[config.mk]
export PLATFORM = sky130hd
export DESIGN_NAME = txdma_req_gen
export DESIGN_NICKNAME = d
export VERILOG_FILES = /design/src/rtl/txdma_pkg.sv /design/src/rtl/txdma_wr_edge.sv /design/src/rtl/txdma_req_core.sv /design/src/rtl/txdma_pin_out.sv /design/src/rtl/txdma_req_gen.sv
export SDC_FILE = /design/constraint.sdc
export NUM_CORES = 1
export LEC_CHECK = 0
export BUFFER_PORTS_ARGS = -buffer_cell sky130_fd_sc_hd__buf_2
export CAP_MARGIN = 0
export CORE_AREA = 2 2 39 41
export DETAILED_ROUTE_END_ITERATION = 10
export DIE_AREA = 0 0 41 43
export GPL_TIMING_DRIVEN = 0
export SLEW_MARGIN = 25
export SYNTH_ARGS = -nofsm -noshare
export SYNTH_HDL_FRONTEND = slang
export SYNTH_SLANG_ARGS = --single-unit
[constraint.sdc]
create_clock -name clk -period 0.9 [get_ports clk]
set_input_delay 0.09 -clock clk [delete_from_list [all_inputs] [get_ports clk]]
set_output_delay 0.09 -clock clk [all_outputs]
set_load 0.01 [all_outputs]
[src/rtl/txdma_pkg.sv]
package txdma_pkg;
  localparam logic PIN_IDLE = 1'b1;

  typedef enum logic {
    FRAME_ASYNC = 1'b0,
    FRAME_SYNC  = 1'b1
  } frame_e;
endpackage

[src/rtl/txdma_wr_edge.sv]
module txdma_wr_edge (
  input  logic clk,
  input  logic rst,
  input  logic wr_n,
  input  logic wr_sel,
  output logic wr_hit
);
  logic wr_n_q;

  always_ff @(posedge clk) begin
    if (rst) wr_n_q <= 1'b1;
    else     wr_n_q <= wr_n;
  end

  assign wr_hit = wr_n_q & ~wr_n & wr_sel;
endmodule

[src/rtl/txdma_req_core.sv]
module txdma_req_core
  import txdma_pkg::*;
(
  input  logic   clk,
  input  logic   rst,
  input  frame_e frame,
  input  logic   thr_empty,
  input  logic   wr_hit,
  input  logic   eoc_load,
  output logic   pend
);
  logic held_q, held_d, eoc_gap;

  always_comb begin
    held_d = held_q;
    if (wr_hit)          held_d = 1'b1;
    else if (!thr_empty) held_d = 1'b0;
  end

  assign eoc_gap = (frame == FRAME_SYNC) & eoc_load;
  assign pend    = thr_empty & ~held_d & ~eoc_gap;

  always_ff @(posedge clk) begin
    if (rst) held_q <= 1'b0;
    else     held_q <= held_d;
  end
endmodule

[src/rtl/txdma_pin_out.sv]
module txdma_pin_out
  import txdma_pkg::*;
#(
  parameter int NPIN = 2
) (
  input  logic            clk,
  input  logic            rst,
  input  logic [NPIN-1:0] pin_d,
  output logic [NPIN-1:0] pin_q
);
  for (genvar i = 0; i < NPIN; i++) begin : g_pin
    always_ff @(posedge clk) begin
      if (rst) pin_q[i] <= PIN_IDLE;
      else     pin_q[i] <= pin_d[i];
    end
  end
endmodule

[src/rtl/txdma_req_gen.sv]
module txdma_req_gen
  import txdma_pkg::*;
(
  input  logic clk,
  input  logic rst,
  input  logic sync_mode,
  input  logic req_sel,
  input  logic req_en,
  input  logic dtr_req_mode,
  input  logic dtr_bit,
  input  logic thr_empty,
  input  logic wr_n,
  input  logic wr_sel,
  input  logic eoc_load,
  output logic req_n,
  output logic dtr_req_n
);
  localparam int NPIN = 2;

  logic            wr_hit, pend;
  logic [NPIN-1:0] pin_d, pin_q;
  frame_e          frame;

  assign frame = sync_mode ? FRAME_SYNC : FRAME_ASYNC;

  txdma_wr_edge u_edge (
    .clk(clk), .rst(rst), .wr_n(wr_n), .wr_sel(wr_sel), .wr_hit(wr_hit)
  );

  txdma_req_core u_core (
    .clk(clk), .rst(rst), .frame(frame), .thr_empty(thr_empty),
    .wr_hit(wr_hit), .eoc_load(eoc_load), .pend(pend)
  );

  assign pin_d[0] = ~(req_sel & req_en & pend);
  assign pin_d[1] = dtr_req_mode ? ~pend : ~dtr_bit;

  txdma_pin_out #(.NPIN(NPIN)) u_pins (
    .clk(clk), .rst(rst), .pin_d(pin_d), .pin_q(pin_q)
  );

  assign req_n     = pin_q[0];
  assign dtr_req_n = pin_q[1];
endmodule

==> results.py <==
metrics = {
    "synth": {
        "synthMuxAreaShare": 0,
        "synth_cell_types": 10,
        "synth_area_per_cell_um2": 10.84,
        "synth.cell_area_um2": 162.7,
        "ys_ff_latch": 4,
        "yosysTopAreaCell": "dfxtp_1",
        "synth_fa_ha_area_frac": 0,
        "synthCells": 15,
        "synth_top_area_frac": 0.4923,
        "synth_compound_area_frac": 0.08462,
        "ys_warn_count": 0,
        "synthTopCellsByArea": "dfxtp_1 49%, nand3b_4 12%, nor2b_1 7.7%",
        "synthSimpleGateAreaFrac": 0.4231,
        "synth-seq-area-share": 0.4923,
        "synth_nets": 26,
        "synth_xor_area_frac": 0,
        "synth_top_family_by_area": "simple AND/OR/NAND/NOR gates",
    },
    "layout": {
        "final_util": 0.1917,
        "antenna_cells": 0,
        "area_growth_pct": 63.08,
        "design_area_um2": 265.3,
        "final_layout_size_suffix_gt1_frac": 0.5333,
        "layout.cells.non_filler": 46,
        "nets": 43,
        "fillers": 158,
    },
    "place": {
        "place_ws_ns": 0.1707,
        "dp.cells": 43,
        "place_area_um2": 242.7,
        "place_congestion": 0.6891,
        "port-buffer-count": 12,
    },
    "clock_network": {
        "clkTransAtPathRegs_ns": 0.04,
        "clk_latency_ns": 0.24,
        "cts_buffers": 3,
        "cts_resized": 0,
        "clk_path_buf_depth": 2,
        "cts_hold_buf": 0,
        "htree_num_levels": 1,
        "clock-sinks": 4,
        "postCtsSetupBuffers": 0,
        "root_buffer": "clkbuf_4",
        "cts_tree": "built",
    },
    "drt": {
        "met1Wirelength_um": 171,
        "wl_per_cell_um": 7.543,
        "first_iter_violations": 6,
        "routed-wl-met2_um": 115,
        "vias": 146,
        "dr.pass1.iters": 3,
        "drc_errors": 0,
        "wl_um": 347,
        "highest_layer": "met3",
        "drtAntennaViolNets": 0,
        "viasPerCell": 3.174,
        "wl_met3_um": 60,
    },
    "global_routing": {
        "grt_start_max_net_pins": 6,
        "antenna_found_initial": 0,
        "overflow": 0,
        "grt_pass1_wl_um": 469,
        "first_global_vias": 129,
        "grt.total_usage": 0.04623,
    },
    "pwr": {
        "intPower_uw": 367.4,
        "switchingPower_uw": 98.13,
        "swShare": 0.2108,
        "seqPwrFrac": 0.409,
        "p_per_area_mw_per_mm2": 1755,
        "p_leak_nw": 0.1244,
        "peakVddDrop_uv": 649.5,
        "pwr-share-comb": 0.113,
        "power.total_uw": 465.6,
        "p_clk_frac": 0.478,
    },
    "worst_setup_path": {
        "crit_chain": "buf_2",
        "crit_slowest_cell": "dfxtp_1",
        "slowest_delay_ns": 0.28,
        "crit_path_start": "u_pins.pin_q[0]",
        "r2r_end": "u_pins.pin_q[1]",
        "path_depth": 1,
        "r2r_start": "u_core.held_q",
        "end_kind": "output port",
        "endpoint": "req_n",
        "reg2reg_slack_ns": 0.16,
        "cp_top_family": "flip-flops",
        "critPathMaxFanout": 1,
        "crit_type": "reg2out",
        "reg2reg_depth": 2,
        "required_ns": 0.81,
        "cp_num_buf_inv": 1,
        "crit_arrival_ns": 0.65,
        "critPathLaunchType": "flop",
    },
    "timing": {
        "slew_headroom": 0.8868,
        "maxSlewViolCount": 0,
        "rsz0062_at_grt": "no",
        "period_minus_slack_ns": 0.7380,
        "timing.final.ws_setup_ns": 0.1620,
        "hold_ws_ns": 0.04803,
        "final.setup.tns_ns": 0,
        "finalHoldViolCount": 0,
        "fin_skew_ns": 0.004432,
        "min_period_over_period": 0.8200,
        "max_freq_ghz": 1.355,
        "tightest_slew_ns": 0.1675,
        "setup_viol": 0,
    },
    "floorplanning": {
        "core-area_mm2": 0.001384,
        "die_y_um": 43,
        "rows": 14,
        "die_x_um": 41,
        "io_pins": 13,
        "dieArea_mm2": 0.001763,
        "start_util": 0.1175,
    },
    "worst_hold_path": {
        "hold_class": "in2reg",
    },
    "run": {
        "cap_violations": 0,
    },
    "run_status": {
        "status": "complete, no violations",
    },
}
## Yosys cell counts
cell and number:
nand4_1 1, a21oi_1 1, nor2b_1 2, a41oi_1 1, dfxtp_1 4, nor3b_1 1
nand3b_4 1, nand2_1 2, or2_1 1, and3b_1 1
## sequential cells by signal (all words and copies together), names as in the netlist
register / flops
u_pins.pin_q: 2
u_core.held_q: 1
u_edge.wr_n_q: 1
## power by group through the flow
stage          logic [mW]  clock network, mW  registers (mW)
4_1_cts            0.0529              0.232           0.190
2_1_floorplan      0.0198                  0           0.195
5_1_grt            0.0582              0.245           0.191
6_report           0.0526              0.223           0.190
3_5_place_dp       0.0528                  0           0.193
3_3_place_gp       0.0520                  0           0.193
## cell families after synthesis
logic type,after synthesis
and+or+nand+nor,9
AOI/OAI and AO/OA,2
DFF,4
## area by class of cell
| type | count | area (um^2) | area share |
|---|---|---|---|
| Clock buffer | 3 | 22.52 | 0.08491 |
| Timing Repair Buffer | 12 | 60.06 | 0.2264 |
| Sequential cell | 4 | 80.08 | 0.3019 |
| Tap cell | 16 | 20.02 | 0.07547 |
| Multi-Input combinational cell | 11 | 82.58 | 0.3113 |
## per-layer routing
metal	track usage	vias to the layer above
li1	-	84
met1	0.05806	50
met2	0.04063	12
met3	0.04712	0
met4	0.04000	0
met5	0	-
## worst min-delay path by stage
stage | from | endpoint | slack (ns) | cells after the start
finish | wr_n | u_edge.wr_n_q | 0.05 | 2
global route | wr_n | u_edge.wr_n_q | 0.04 | 2
CTS | wr_n | u_edge.wr_n_q | 0.04 | 2
detailed placement | wr_n | u_edge.wr_n_q | 0.29 | 2
global placement | wr_n | u_edge.wr_n_q | 0.28 | 2
floorplan | rst | u_core.held_q | 0.16 | 1
## layout by cell type (no fill, tap or decap)
cell type	netlist	routed
dfxtp_1	4	4
and3b_1	1	1
nor2b_1	2	2
buf_2	0	12
nand4_1	1	1
clkbuf_4	0	3
or2_1	1	1
a21oi_1	1	1
nor3b_1	1	1
nand2_1	2	2
a41oi_1	1	1
nand3b_4	1	1
Note: power is estimated with default switching activity, not from simulation.
